[config.mk]
export PLATFORM = sky130hd
export DESIGN_NAME = pboot_seq
export DESIGN_NICKNAME = d
export VERILOG_FILES = /design/src/rtl/pboot_pkg.sv /design/src/rtl/pboot_wdog.sv /design/src/rtl/pboot_keyreg.sv /design/src/rtl/pboot_stat.sv /design/src/rtl/pboot_seq.sv
export SDC_FILE = /design/constraint.sdc
export NUM_CORES = 1
export LEC_CHECK = 0
export CAP_MARGIN = 20
export CORE_MARGIN = 4
export CORE_UTILIZATION = 54
export DETAILED_ROUTE_END_ITERATION = 16
export DONT_BUFFER_PORTS = 1
export PLACE_DENSITY_LB_ADDON = 0.12
export SETUP_SLACK_MARGIN = 0.4
export SLEW_MARGIN = 20
export SYNTH_ARGS = -nofsm -noshare
export SYNTH_HDL_FRONTEND = slang
export SYNTH_SLANG_ARGS = --single-unit
[constraint.sdc]
create_clock -name clk -period 5.49 [get_ports clk]
set_clock_uncertainty 0.15 [all_clocks]
set_input_delay 0.549 -clock clk [delete_from_list [all_inputs] [get_ports clk]]
set_output_delay 0.549 -clock clk [all_outputs]
set_load 0.005 [all_outputs]
[src/rtl/pboot_pkg.sv]
package pboot_pkg;

  typedef enum logic [3:0] {
    ST_MEAS, ST_KDF, ST_DEC, ST_ENC, ST_FLAG,
    ST_SIG, ST_RUN, ST_HALT, ST_LOCK
  } pb_state_e;

  localparam logic [2:0] CODE_MEAS = 3'd0;
  localparam logic [2:0] CODE_KDF  = 3'd1;
  localparam logic [2:0] CODE_DEC  = 3'd2;
  localparam logic [2:0] CODE_PROV = 3'd3;
  localparam logic [2:0] CODE_SIG  = 3'd4;
  localparam logic [2:0] CODE_RUN  = 3'd5;
  localparam logic [2:0] CODE_HALT = 3'd6;
  localparam logic [2:0] CODE_LOCK = 3'd7;

endpackage

[src/rtl/pboot_wdog.sv]
module pboot_wdog #(
  parameter int TMO_CYC = 4096
) (
  input  logic clk,
  input  logic rst,
  input  logic restart,
  output logic expired
);
  localparam int CW = $clog2(TMO_CYC + 1);

  logic [CW-1:0] cnt;

  assign expired = (cnt == CW'(TMO_CYC - 1));

  always_ff @(posedge clk) begin
    if (rst || restart) begin
      cnt <= '0;
    end else if (!expired) begin
      cnt <= cnt + 1'b1;
    end
  end
endmodule

[src/rtl/pboot_keyreg.sv]
module pboot_keyreg #(
  parameter int KEY_W = 128
) (
  input  logic             clk,
  input  logic             rst,
  input  logic             load,
  input  logic             hold,
  input  logic [KEY_W-1:0] din,
  output logic [KEY_W-1:0] q
);
  always_ff @(posedge clk) begin
    if (rst) begin
      q <= '0;
    end else if (load) begin
      q <= din;
    end else if (!hold) begin
      q <= '0;
    end
  end
endmodule

[src/rtl/pboot_stat.sv]
module pboot_stat
  import pboot_pkg::*;
(
  input  pb_state_e  st,
  output logic [2:0] code
);
  always_comb begin
    unique case (st)
      ST_MEAS:         code = CODE_MEAS;
      ST_KDF:          code = CODE_KDF;
      ST_DEC:          code = CODE_DEC;
      ST_ENC, ST_FLAG: code = CODE_PROV;
      ST_SIG:          code = CODE_SIG;
      ST_RUN:          code = CODE_RUN;
      ST_LOCK:         code = CODE_LOCK;
      default:         code = CODE_HALT;
    endcase
  end
endmodule

[src/rtl/pboot_seq.sv]
module pboot_seq
  import pboot_pkg::*;
#(
  parameter int KEY_W   = 128,
  parameter int TMO_CYC = 4096
) (
  input  logic             clk,
  input  logic             rst,
  input  logic             prov_flag,
  output logic             meas_req,
  input  logic             meas_done,
  input  logic             meas_ok,
  output logic             kdf_req,
  input  logic             kdf_done,
  input  logic             kdf_ok,
  input  logic [KEY_W-1:0] kdf_key,
  output logic             dec_req,
  input  logic             dec_done,
  input  logic             dec_ok,
  output logic             enc_req,
  input  logic             enc_done,
  input  logic             enc_ok,
  output logic             prov_wr,
  output logic [KEY_W-1:0] key_out,
  output logic             key_valid,
  output logic             boot_release,
  input  logic             sig_done,
  input  logic             sig_ok,
  output logic [2:0]       status,
  output logic             tamper_lock
);
  pb_state_e  state_q, state_d;
  logic       tmo;
  logic [2:0] code_d;
  logic       key_load, key_hold;

  pboot_wdog #(.TMO_CYC(TMO_CYC)) u_wdog (
    .clk     (clk),
    .rst     (rst),
    .restart (state_d != state_q),
    .expired (tmo)
  );

  pboot_stat u_stat (
    .st   (state_d),
    .code (code_d)
  );

  assign key_hold = (state_d == ST_DEC) || (state_d == ST_ENC);
  assign key_load = (state_q == ST_KDF) && (state_d == ST_DEC);

  pboot_keyreg #(.KEY_W(KEY_W)) u_key (
    .clk  (clk),
    .rst  (rst),
    .load (key_load),
    .hold (key_hold),
    .din  (kdf_key),
    .q    (key_out)
  );

  // Next phase: each wait state leaves on done or on watchdog expiry
  always_comb begin
    state_d = state_q;
    unique case (state_q)
      ST_MEAS: begin
        if (meas_done)  state_d = meas_ok ? ST_KDF : ST_HALT;
        else if (tmo)   state_d = ST_HALT;
      end
      ST_KDF: begin
        if (kdf_done)   state_d = kdf_ok ? ST_DEC : ST_HALT;
        else if (tmo)   state_d = ST_HALT;
      end
      ST_DEC: begin
        if (dec_done && dec_ok)  state_d = ST_SIG;
        else if (dec_done || tmo) state_d = prov_flag ? ST_LOCK : ST_ENC;
      end
      ST_ENC: begin
        if (enc_done)   state_d = enc_ok ? ST_FLAG : ST_HALT;
        else if (tmo)   state_d = ST_HALT;
      end
      ST_FLAG:          state_d = ST_SIG;
      ST_SIG: begin
        if (sig_done)   state_d = sig_ok ? ST_RUN : ST_HALT;
        else if (tmo)   state_d = ST_HALT;
      end
      default:          state_d = state_q;
    endcase
  end

  // Outputs registered from the next phase so they line up with state_q
  always_ff @(posedge clk) begin
    if (rst) begin
      state_q      <= ST_MEAS;
      meas_req     <= 1'b1;
      kdf_req      <= 1'b0;
      dec_req      <= 1'b0;
      enc_req      <= 1'b0;
      prov_wr      <= 1'b0;
      key_valid    <= 1'b0;
      boot_release <= 1'b0;
      tamper_lock  <= 1'b0;
      status       <= CODE_MEAS;
    end else begin
      state_q      <= state_d;
      meas_req     <= (state_d == ST_MEAS);
      kdf_req      <= (state_d == ST_KDF);
      dec_req      <= (state_d == ST_DEC);
      enc_req      <= (state_d == ST_ENC);
      prov_wr      <= (state_d == ST_FLAG);
      key_valid    <= key_hold;
      boot_release <= (state_d == ST_SIG) || (state_d == ST_RUN);
      tamper_lock  <= (state_d == ST_LOCK);
      status       <= code_d;
    end
  end
endmodule

==> results of run 1 <==
## final timing paths
| path | slack, ns | endpoint | start |
|---|---|---|---|
| setup reg to reg | 1.36 | u_key.q[52]$_SDFFE_PP0P_ | u_wdog.cnt[0]$_SDFFE_PP0N_ |
| setup / recovery | 1.36 | u_key.q[52]$_SDFFE_PP0P_ | u_wdog.cnt[0]$_SDFFE_PP0N_ |
| hold reg to reg | 0.38 | u_wdog.cnt[8]$_SDFFE_PP0N_ | u_wdog.cnt[8]$_SDFFE_PP0N_ |
| hold / removal | 0.05 | u_key.q[30]$_SDFFE_PP0P_ | kdf_key[30] |
## power groups by stage
stage	Sequential (W)	Clock [W]	Combinational, W
after floorplan	0.00129	0	0.000960
after CTS	0.00132	0.00128	0.00109
final	0.00132	0.00125	0.00109
after global routing	0.00132	0.00133	0.00121
after global placement	0.00134	0	0.00106
after detailed placement	0.00134	0	0.00108
## worst max-delay path, cell delays in order (launching register included)
cell,delay (ns)
dfxtp_1,0.37
ha_1,0.25
nand4_4,0.19
nor4_4,0.51
o21ai_0,0.13
and3_1,0.22
and3b_1,0.25
inv_1,0.10
ha_1,0.23
and2_4,0.44
buf_4,0.80
a22oi_1,0.24
nor2_1,0.17
## cell usage after synthesis (all sizes together) (2+ instances only)
cell type / n / area, sq um
a211oi: 3 / 27.5
a21o: 2 / 15.0
a21oi: 7 / 38.8
a22oi: 130 / 976
and2: 5 / 32.5
and3: 5 / 33.8
buf: 30 / 178
clkbuf: 17 / 73.8
dfxtp: 156 / 3120
ha: 5 / 62.6
inv: 8 / 30.0
nand2: 16 / 60.1
nand3: 6 / 42.5
nand4: 4 / 52.6
nand4b: 2 / 17.5
nor2: 155 / 592
nor3: 6 / 30.0
nor3b: 2 / 20.0
nor4: 2 / 27.5
nor4b: 3 / 47.5
o21ai: 3 / 18.8
o31ai: 2 / 15.0
o41ai: 2 / 36.3
or2: 2 / 12.5
xnor2: 2 / 17.5
xor2: 8 / 70.1
## cells by family after synthesis
group	count (synthesis)	synth area share, %
AND/OR/NAND/NOR	212	17.6
AO/OA/AOI/OAI	157	20.8
flip-flops	156	54.0
buffers and inverters	55	4.86
XOR/XNOR	10	1.51
adder cells (fa/ha/maj)	5	1.08
multiplexers	1	0.173
## layer usage
layer | up-vias | global-route usage (%) | routed length, um
met3 | 16 | 8.21 | 1350
met5 | - | 0 | 0
li1 | 2077 | - | -
met1 | 2026 | 26.3 | 5660
met4 | 0 | 7.87 | 202
met2 | 211 | 39.6 | 7600
## what timing repair did
item / in CTS / in global routing
endpoints found under the hold margin: 8 / 0
buffers inserted: 0 / 0
hold buffers: 1 / 0
## stage by stage
stage | setup slack, ns | cells | power [W]
after detailed placement | 1.43 | 691 | 0.00242
after global routing | 1.03 | 723 | 0.00386
after floorplan | 2.41 | 596 | 0.00225
after global placement | 1.58 | 691 | 0.00240
after CTS | 1.37 | 723 | 0.00369
final | 1.36 | 723 | 0.00366
## area by class of cell
class | instances | area share [%]
clock inverters | 13 | 3.35
clock buffers | 18 | 6.66
well taps | 136 | 2.65
repair buffers | 7 | 0.857
flip-flops and latches | 156 | 48.6
inverters | 8 | 0.468
multi-input cells | 385 | 37.4
## state kept, by name, indices dropped and copies added, names as in the netlist, 3 cells and up
signal / cells
state_q: 4
u_wdog.cnt: 13
u_key.q: 128
status: 3
==> summary.md, run 1 <==
| Metric | Value |
|---|---|
| Run status | completed |
| Dpl cell area | 5770 sq um |
| Worst hold-check path type | input pin to flip-flop |
| Post-route fraction of the period consumed by the critical path | 75.2% |
| Antenna diode instance count | 0 |
| Slew at the pin closest to its max-slew limit | 0.904 ns |
| Core Rows | 37 |
| Most frequently used flop master after synthesis | dfxtp_1 |
| Cell area after layout | 6420 sq um |
| Largest net degree at the start of global routing | 92 |
| Aggregate routed wire length | 14.8 mm |
| Tightest slew margin relative to the limit | 39.8% |
| Cell variety after synth | 57 |
| Wire length per cell | 20.5 um |
| Leakage power | 2.23 nW |
| R2r worst-path depth | 12 |
| Gp weighted congestion | 0.842 |
| Overall Global Routing Usage | 22.9% |
| Reg area | 3120 sq um |
| Global-route congestion overflow total | 0 |
| Most common cell after layout, fill and taps aside | dfxtp_1 |
| Cell chosen for the clock root | clkbuf_8 |
| Setup repair after global routing missed its margin | no |
| Port bufs | 0 |
| Sequential share of the synthesized area | 54.0% |
| Comb power frac | 29.7% |
| Cell count of the worst hold path | 2 |
| YS warnings | 0 |
| P&R area growth vs syn | 11.0% |
| Final core utilization | 61.9% |
| CTS Buf Count | 17 |
| Number of enable-type register cells in the synthesized netlist | 0 |
| Hold Fails Final Rpt | 0 |
| Switching part of the total power | 36.4% |
| Initial drt markers | 328 |
| Maximum count of clock buffers along a single path | 2 |
| Clock input transition at the sequential cells of the worst setup and hold paths | 0.06 ns |
| Share of async-settable or async-resettable flops after synthesis | 0% |
| Area enclosed by the die boundary | 12400 sq um |
| Mapped cell area | 5790 sq um |
| CTS tree | done |
| Global-route wire length before repair | 22.9 mm |
| Skew-Pair Late Insertion Delay | 0.51 ns |
| Internal power summed over all cells | 0.00233 W |
| Number of H-tree branching levels | 4 |
| Mean Syn Cell Area | 9.71 sq um |
| Worst hold margin | 0.0527 ns |
| Core Region | 10400 sq um |
| Commonest cells after routing, fill and taps aside | dfxtp_1, nor2_1, a22oi_1, nand2_1, clkbuf_16 |
| Required @ worst endpoint | 5.78 ns |
| Antenna violations before repair | 0 |
| Final period demand of the worst path | 4.13 ns |
| Maximum vdd drop | 0.363 mV |
| Net switching power | 0.00133 W |
| Syn_nets | 742 |
| Drc violations | 0 |
| Cells after synthesis | 596 |
| Largest driver fanout on the critical path | 91 |
| Flop pwr share | 36.0% |
| Per-cell via count in the routed design | 5.99 |
| I/O pin cnt | 280 |
| Die height | 112 um |
| Number of failing setup endpoints in the final timing report | 0 |
| Via count of the first global-routing pass | 4270 |
| Max_cap viols | 0 |
| Detailed-routing iteration count for the pre-antenna-repair pass | 5 |
| Fraction of power consumed by the clock network | 34.3% |
| Worst setup path class | flip-flop to flip-flop |
| Routed via count | 4330 |
| Count of filler cells inserted in the layout | 858 |
| Total Neg Setup Slack | 0 ns |
| Element type at the critical path end | flip-flop |
| Area occupied by multi-input gates | 2400 sq um |
| Flops & latches, synth | 156 |
| CP Data Arrival Time | 4.42 ns |
| Maximum operating frequency | 0.242 GHz |
| Pwr per Cell Area | 569 nW/um^2 |
| Post-CTS sizing | 0 |
| Number of nets at the end of the flow | 721 |
| Proportion of layout cells with a drive suffix above 1 | 10.4% |
| Width of the die | 112 um |
| Critical Path Start Type | flip-flop |
| Post-detail-place hpwl | 10.6 mm |
| Initial core utilization | 55.8% |
| Routed Antenna Nets | 0 |
| CTS Sinks | 156 |
| Max Slew Vio Count | 0 |
(Power assumes the default switching activity.)
==> inputs of run 2 (changes only) <==
==> constraint.sdc (replaced) <==
create_clock -name clk -period 4 [get_ports clk]
set_clock_uncertainty 0.15 [all_clocks]
set_input_delay 0.4 -clock clk [delete_from_list [all_inputs] [get_ports clk]]
set_output_delay 0.4 -clock clk [all_outputs]
set_load 0.005 [all_outputs]
==> summary.md, run 2 (synthesized netlist as in run 1, its figures left out) <==
| Metric | Value |
|---|---|
| Antenna violations before repair | 0 |
| Overall Global Routing Usage | 26.5% |
| Global-route congestion overflow total | 0 |
| Register name with the most flops | u_key.q |
| Number of H-tree branching levels | 4 |
| Cell area after layout | 7950 sq um |
| Area enclosed by the die boundary | 12400 sq um |
| Largest registers | u_key.q x128, u_wdog.cnt x13, state_q x4 |
| Post-placement cell count | 690 |
| Hold endpoint | state_q[3]$_SDFF_PP0_ |
| Routed via count | 5185 |
| Global-route wire length before repair | 26.9 mm |
| Reg2Reg Capture Point | u_key.q[123]$_SDFFE_PP0P_ |
| Leakage power | 2.85 nW |
| Gp weighted congestion | 0.890 |
| Worst hold margin | 0.0909 ns |
| Slew at the pin closest to its max-slew limit | 0.800 ns |
| Maximum operating frequency | 0.293 GHz |
| Wire length per cell | 21.5 um |
| Most Used Layer, Global Route | met2 |
| Hold Fails Final Rpt | 0 |
| Required @ worst endpoint | 4.30 ns |
| Final period demand of the worst path | 3.41 ns |
| Width of the die | 112 um |
| Max reg flops | 128 |
| Drc violations | 0 |
| M3 GR Usage | 8.15% |
| Worst setup path class | flip-flop to flip-flop |
| Core Rows | 37 |
| Detailed-routing iteration count for the pre-antenna-repair pass | 6 |
| Cell count of the worst hold path | 4 |
| Largest driver fanout on the critical path | 27 |
| Initial drt markers | 523 |
| Die height | 112 um |
| Setup crit start | u_wdog.cnt[0]$_SDFFE_PP0N_ |
| I/O pin cnt | 280 |
| CTS Buf Count | 17 |
| Proportion of layout cells with a drive suffix above 1 | 10.1% |
| Met2 routing resource usage after global routing | 45.9% |
| Port bufs | 0 |
| Number of failing setup endpoints in the final timing report | 0 |
| Crit Reg-Reg Startpoint | u_wdog.cnt[0]$_SDFFE_PP0N_ |
| Worst hold-check path type | input pin to flip-flop |
| Element type at the critical path end | flip-flop |
| Via count of the first global-routing pass | 5012 |
| Commonest cells after routing, fill and taps aside | dfxtp_1, nor2_1, a22oi_1, dlygate4sd3_1, clkbuf_16 |
| R2r worst-path depth | 14 |
| CP Data Arrival Time | 3.71 ns |
| Aggregate routed wire length | 18.5 mm |
| Post-detail-place hpwl | 10.4 mm |
| Most common cell after layout, fill and taps aside | dfxtp_1 |
| Count of non-filler cells in the finished layout | 861 |
| Max Slew Vio Count | 0 |
| Antenna diode instance count | 0 |
| Per-cell via count in the routed design | 6.02 |
| GR Layer Usage met1 | 30.5% |
| Post-route fraction of the period consumed by the critical path | 85.4% |
| Max_cap viols | 0 |
| CTS tree | done |
| Run status | completed |
| Maximum vdd drop | 0.483 mV |
| Initial core utilization | 55.8% |
| Flop-to-flop setup slack | 0.59 ns |
| Core Region | 10400 sq um |
| P&R area growth vs syn | 37.4% |
| Count of filler cells inserted in the layout | 640 |
| Dpl cell area | 5800 sq um |
| Critical Path Start Type | flip-flop |
| Clock input transition at the sequential cells of the worst setup and hold paths | 0.06 ns |
| Tightest slew margin relative to the limit | 46.5% |
| Skew-Pair Late Insertion Delay | 0.51 ns |
| Total Neg Setup Slack | 0 ns |
| Number of nets at the end of the flow | 858 |
| Setup repair after global routing missed its margin | no |
| Maximum count of clock buffers along a single path | 2 |
| Startpoint of the tightest hold check path | dec_done |
| Pwr per Cell Area | 716 nW/um^2 |
| CTS Sinks | 156 |
| Largest net degree at the start of global routing | 109 |
| Routed Antenna Nets | 0 |
| Cell chosen for the clock root | clkbuf_8 |
run 2: cell count changes in the layout (fill, tap and decap cells not counted), moves of 2 or more:
| cell | change |
|---|---|
| buf_12 | +3 |
| buf_16 | +2 |
| clkbuf_1 | +2 |
| clkbuf_16 | +3 |
| dlygate4sd3_1 | +128 |
| ha_1 | -2 |
run 2: how the worst max path moves through the flow:
| stage | to | slack, ns | cells after the start |
|---|---|---|---|
| after floorplan | u_key.q[71]$_SDFFE_PP0P_ | 0.92 | 13 |
| after global placement | u_key.q[27]$_SDFFE_PP0P_ | 0.57 | 12 |
| after detailed placement | u_key.q[85]$_SDFFE_PP0P_ | 0.45 | 12 |
| after CTS | u_key.q[94]$_SDFFE_PP0P_ | 0.42 | 12 |
| after global routing | u_key.q[98]$_SDFFE_PP0P_ | 0.36 | 14 |
| final | u_key.q[123]$_SDFFE_PP0P_ | 0.59 | 14 |
run 2: cell type report:
| class | count | area (sq um) | share of cell area, % |
|---|---|---|---|
| timing repair buffer | 143 | 1530 | 19.2 |
| clock buffer | 19 | 422 | 5.30 |
| clock inverter | 13 | 239 | 3.01 |
| multi-input combinational | 386 | 2440 | 30.6 |
| sequential | 156 | 3120 | 39.3 |
| tap | 136 | 170 | 2.14 |
| inverter | 8 | 30.0 | 0.378 |
run 2: worst max-delay path: stages (launching register included):
cell and delay [ns]:
dfxtp_1 0.37, ha_2 0.23, nand4_4 0.18, nor4_4 0.48
o21ai_0 0.14, and3_1 0.23, and3b_1 0.25, inv_1 0.15
ha_4 0.19, nor2_1 0.09, nor3b_4 0.28, buf_6 0.18
buf_12 0.19, a22oi_1 0.11, nor2_1 0.11
run 2: metal layers:
metal	wire length (um)	share of wire (%)	vias to the layer above
li1	-	-	2368
met1	6620	36	2444
met2	9670	52	340
met3	1830	9.9	33
met4	408	2.2	0
met5	0	0	-
run 2: report_power, final:
group / internal, W / total, W / switching (W)
Clock: 0.00115 / 0.00177 / 0.000623
Sequential: 0.00168 / 0.00181 / 0.000132
Combinational: 0.000787 / 0.00211 / 0.00132
run 2: repair_timing:
item                                   4_1_cts  5_1_grt
endpoints found under the hold margin      139        0
hold buffers                               129        0
setup endpoints to repair                    0      128
resized for setup                            0       14
setup buffers                                0        5
run 2: per-stage QoR:
stage	utilization, %	power, W	setup slack [ns]
detailed placement	55.9	0.00336	0.446
floorplan	-	0.00309	0.920
global placement	55.9	0.00333	0.568
global route	76.7	0.00596	0.363
finish	76.7	0.00569	0.585
CTS	74.7	0.00525	0.419
==> inputs of run 3 (changes only) <==
--- a/config.mk
+++ b/config.mk
@@ -7,9 +7,10 @@
 export LEC_CHECK = 0
 export CAP_MARGIN = 20
 export CORE_MARGIN = 4
-export CORE_UTILIZATION = 54
+export CORE_UTILIZATION = 40
 export DETAILED_ROUTE_END_ITERATION = 16
 export DONT_BUFFER_PORTS = 1
+export GPL_TIMING_DRIVEN = 1
 export PLACE_DENSITY_LB_ADDON = 0.12
 export SETUP_SLACK_MARGIN = 0.4
 export SLEW_MARGIN = 20
==> summary.md, run 3 (synthesized netlist as in run 1, its figures left out) <==
| Metric | Value |
|---|---|
| Overall Global Routing Usage | 19.8% |
| Global-route wire length before repair | 25.9 mm |
| Tightest slew margin relative to the limit | 52.7% |
| CP Data Arrival Time | 3.59 ns |
| Final period demand of the worst path | 3.39 ns |
| Internal power summed over all cells | 0.00330 W |
| Critical path buffers and inverters | 3 |
| Comb power frac | 36.7% |
| Largest registers | u_key.q x128, u_wdog.cnt x13, state_q x4 |
| Wire length per cell | 20.2 um |
| Run status | completed |
| Core Rows | 43 |
| Worst setup path class | flip-flop to flip-flop |
| Critical Path Start Type | flip-flop |
| Pwr per Cell Area | 686 nW/um^2 |
| Hold Fails Final Rpt | 0 |
| Slew at the pin closest to its max-slew limit | 0.710 ns |
| Area enclosed by the die boundary | 16500 sq um |
| Commonest cells after routing, fill and taps aside | dfxtp_1, nor2_1, a22oi_1, dlygate4sd3_1, clkbuf_16 |
| Maximum operating frequency | 0.295 GHz |
| Flop pwr share | 33.8% |
| Number of H-tree branching levels | 4 |
| Via count of the first global-routing pass | 4930 |
| Maximum count of clock buffers along a single path | 2 |
| I/O pin cnt | 280 |
| Gp weighted congestion | 0.771 |
| Core Region | 14000 sq um |
| Max stage delay on crit path | 0.47 ns |
| Skew-Pair Late Insertion Delay | 0.41 ns |
| Aggregate routed wire length | 18.1 mm |
| CTS Sinks | 156 |
| Proportion of layout cells with a drive suffix above 1 | 11.0% |
| Detailed-routing iteration count for the pre-antenna-repair pass | 7 |
| Element type at the critical path end | flip-flop |
| Max_cap viols | 0 |
| Initial core utilization | 41.2% |
| Setup repair after global routing missed its margin | no |
| Dpl cell area | 5870 sq um |
| Max reg flops | 128 |
| Antenna diode instance count | 0 |
| Port bufs | 0 |
| Largest driver fanout on the critical path | 51 |
| Leakage power | 2.79 nW |
| Most common cell after layout, fill and taps aside | dfxtp_1 |
| Global-route congestion overflow total | 0 |
| Required @ worst endpoint | 4.20 ns |
| Per-cell via count in the routed design | 5.62 |
| Antenna violations before repair | 0 |
| Cell chosen for the clock root | clkbuf_16 |
| Register name with the most flops | u_key.q |
| Initial drt markers | 292 |
| Worst hold-check path type | input pin to flip-flop |
| Slowest cell on crit path | o41ai_4 |
| Switching part of the total power | 38.3% |
| Most numerous cell on the critical path | a22oi_1 |
| Fraction of power consumed by the clock network | 29.5% |
| Worst setup slack before clock tree synthesis | 0.457 ns |
| CTS tree | done |
| P&R area growth vs syn | 34.7% |
| Drc violations | 0 |
| Post-detail-place hpwl | 10.9 mm |
| Routed via count | 5055 |
| Cell area after layout | 7800 sq um |
| Number of nets at the end of the flow | 853 |
| Clock input transition at the sequential cells of the worst setup and hold paths | 0.06 ns |
| Power consumption | 0.00535 W |
| Post-route fraction of the period consumed by the critical path | 84.8% |
| Total Neg Setup Slack | 0 ns |
| Critical path, cell by cell | nand4_2 -> o41ai_4 -> a22oi_1 -> and3b_1 -> inv_1 -> ha_2 -> and2_4 -> nor3b_4 -> buf_4 -> buf_12 -> a22oi_1 -> nor2_1 |
| Routed Antenna Nets | 0 |
| Largest delay contributor family on the critical path | simple AND/OR/NAND/NOR gates |
| Die height | 128 um |
| Worst-case setup margin in the final layout | 0.607 ns |
| Largest net degree at the start of global routing | 103 |
| Net switching power | 0.00205 W |
| Max Slew Vio Count | 0 |
| Maximum vdd drop | 0.434 mV |
| Number of failing setup endpoints in the final timing report | 0 |
| CTS Buf Count | 17 |
| Width of the die | 128 um |
[run 3: stage by stage]
| stage | util [%] | std cells | hold slack [ns] |
|---|---|---|---|
| 3_3_place_gp | 41.8 | 736 | 0.322 |
| 4_1_cts | 54.4 | 886 | 0.000926 |
| 5_1_grt | 55.5 | 900 | 0.00191 |
| 2_1_floorplan | - | 596 | 0.330 |
| 6_report | 55.5 | 900 | 0.0121 |
| 3_5_place_dp | 41.8 | 736 | 0.322 |
[run 3: cell type report]
type,count,area [sq um]
Fill cell,1170,6250
Sequential cell,156,3120
Clock buffer,20,447
Inverter,8,30.0
Timing Repair Buffer,137,1390
Multi-Input combinational cell,387,2440
Tap cell,180,225
Clock inverter,12,136
[run 3: worst paths after layout]
kind	start	to	slack (ns)	cells past startpoint
setup / recovery	u_wdog.cnt[9]$_SDFFE_PP0N_	u_key.q[63]$_SDFFE_PP0P_	0.61	12
hold / removal	kdf_key[71]	u_key.q[71]$_SDFFE_PP0P_	0.01	2
setup reg to reg	u_wdog.cnt[9]$_SDFFE_PP0N_	u_key.q[63]$_SDFFE_PP0P_	0.61	12
hold reg to reg	u_key.q[41]$_SDFFE_PP0P_	u_key.q[41]$_SDFFE_PP0P_	0.38	2
[run 3: timing repair]
action                     4_1_cts  5_1_grt
gates cloned                     0        4
pin swaps                        0        3
gates resized for setup          0       11
hold endpoints to repair       125        0
setup endpoints to repair        2      128
setup buffers                    0       10
hold buffers                   118        0
[run 3: power groups by stage]
stage                     logic [W]  clock network [W]  registers [W]
after floorplan             0.00132                  0        0.00178
after global placement      0.00153                  0        0.00184
after detailed placement    0.00157                  0        0.00184
after CTS                   0.00167            0.00162        0.00181
after global routing        0.00213            0.00169        0.00182
final                       0.00196            0.00158        0.00181
[run 3: layer usage]
metal / vias up / track usage (%) / routed length, um
met5: - / 0 / 0
met4: 0 / 7.43 / 240
met3: 23 / 6.92 / 1490
met2: 261 / 33.9 / 9290
met1: 2426 / 22.6 / 7130
li1: 2345 / - / -
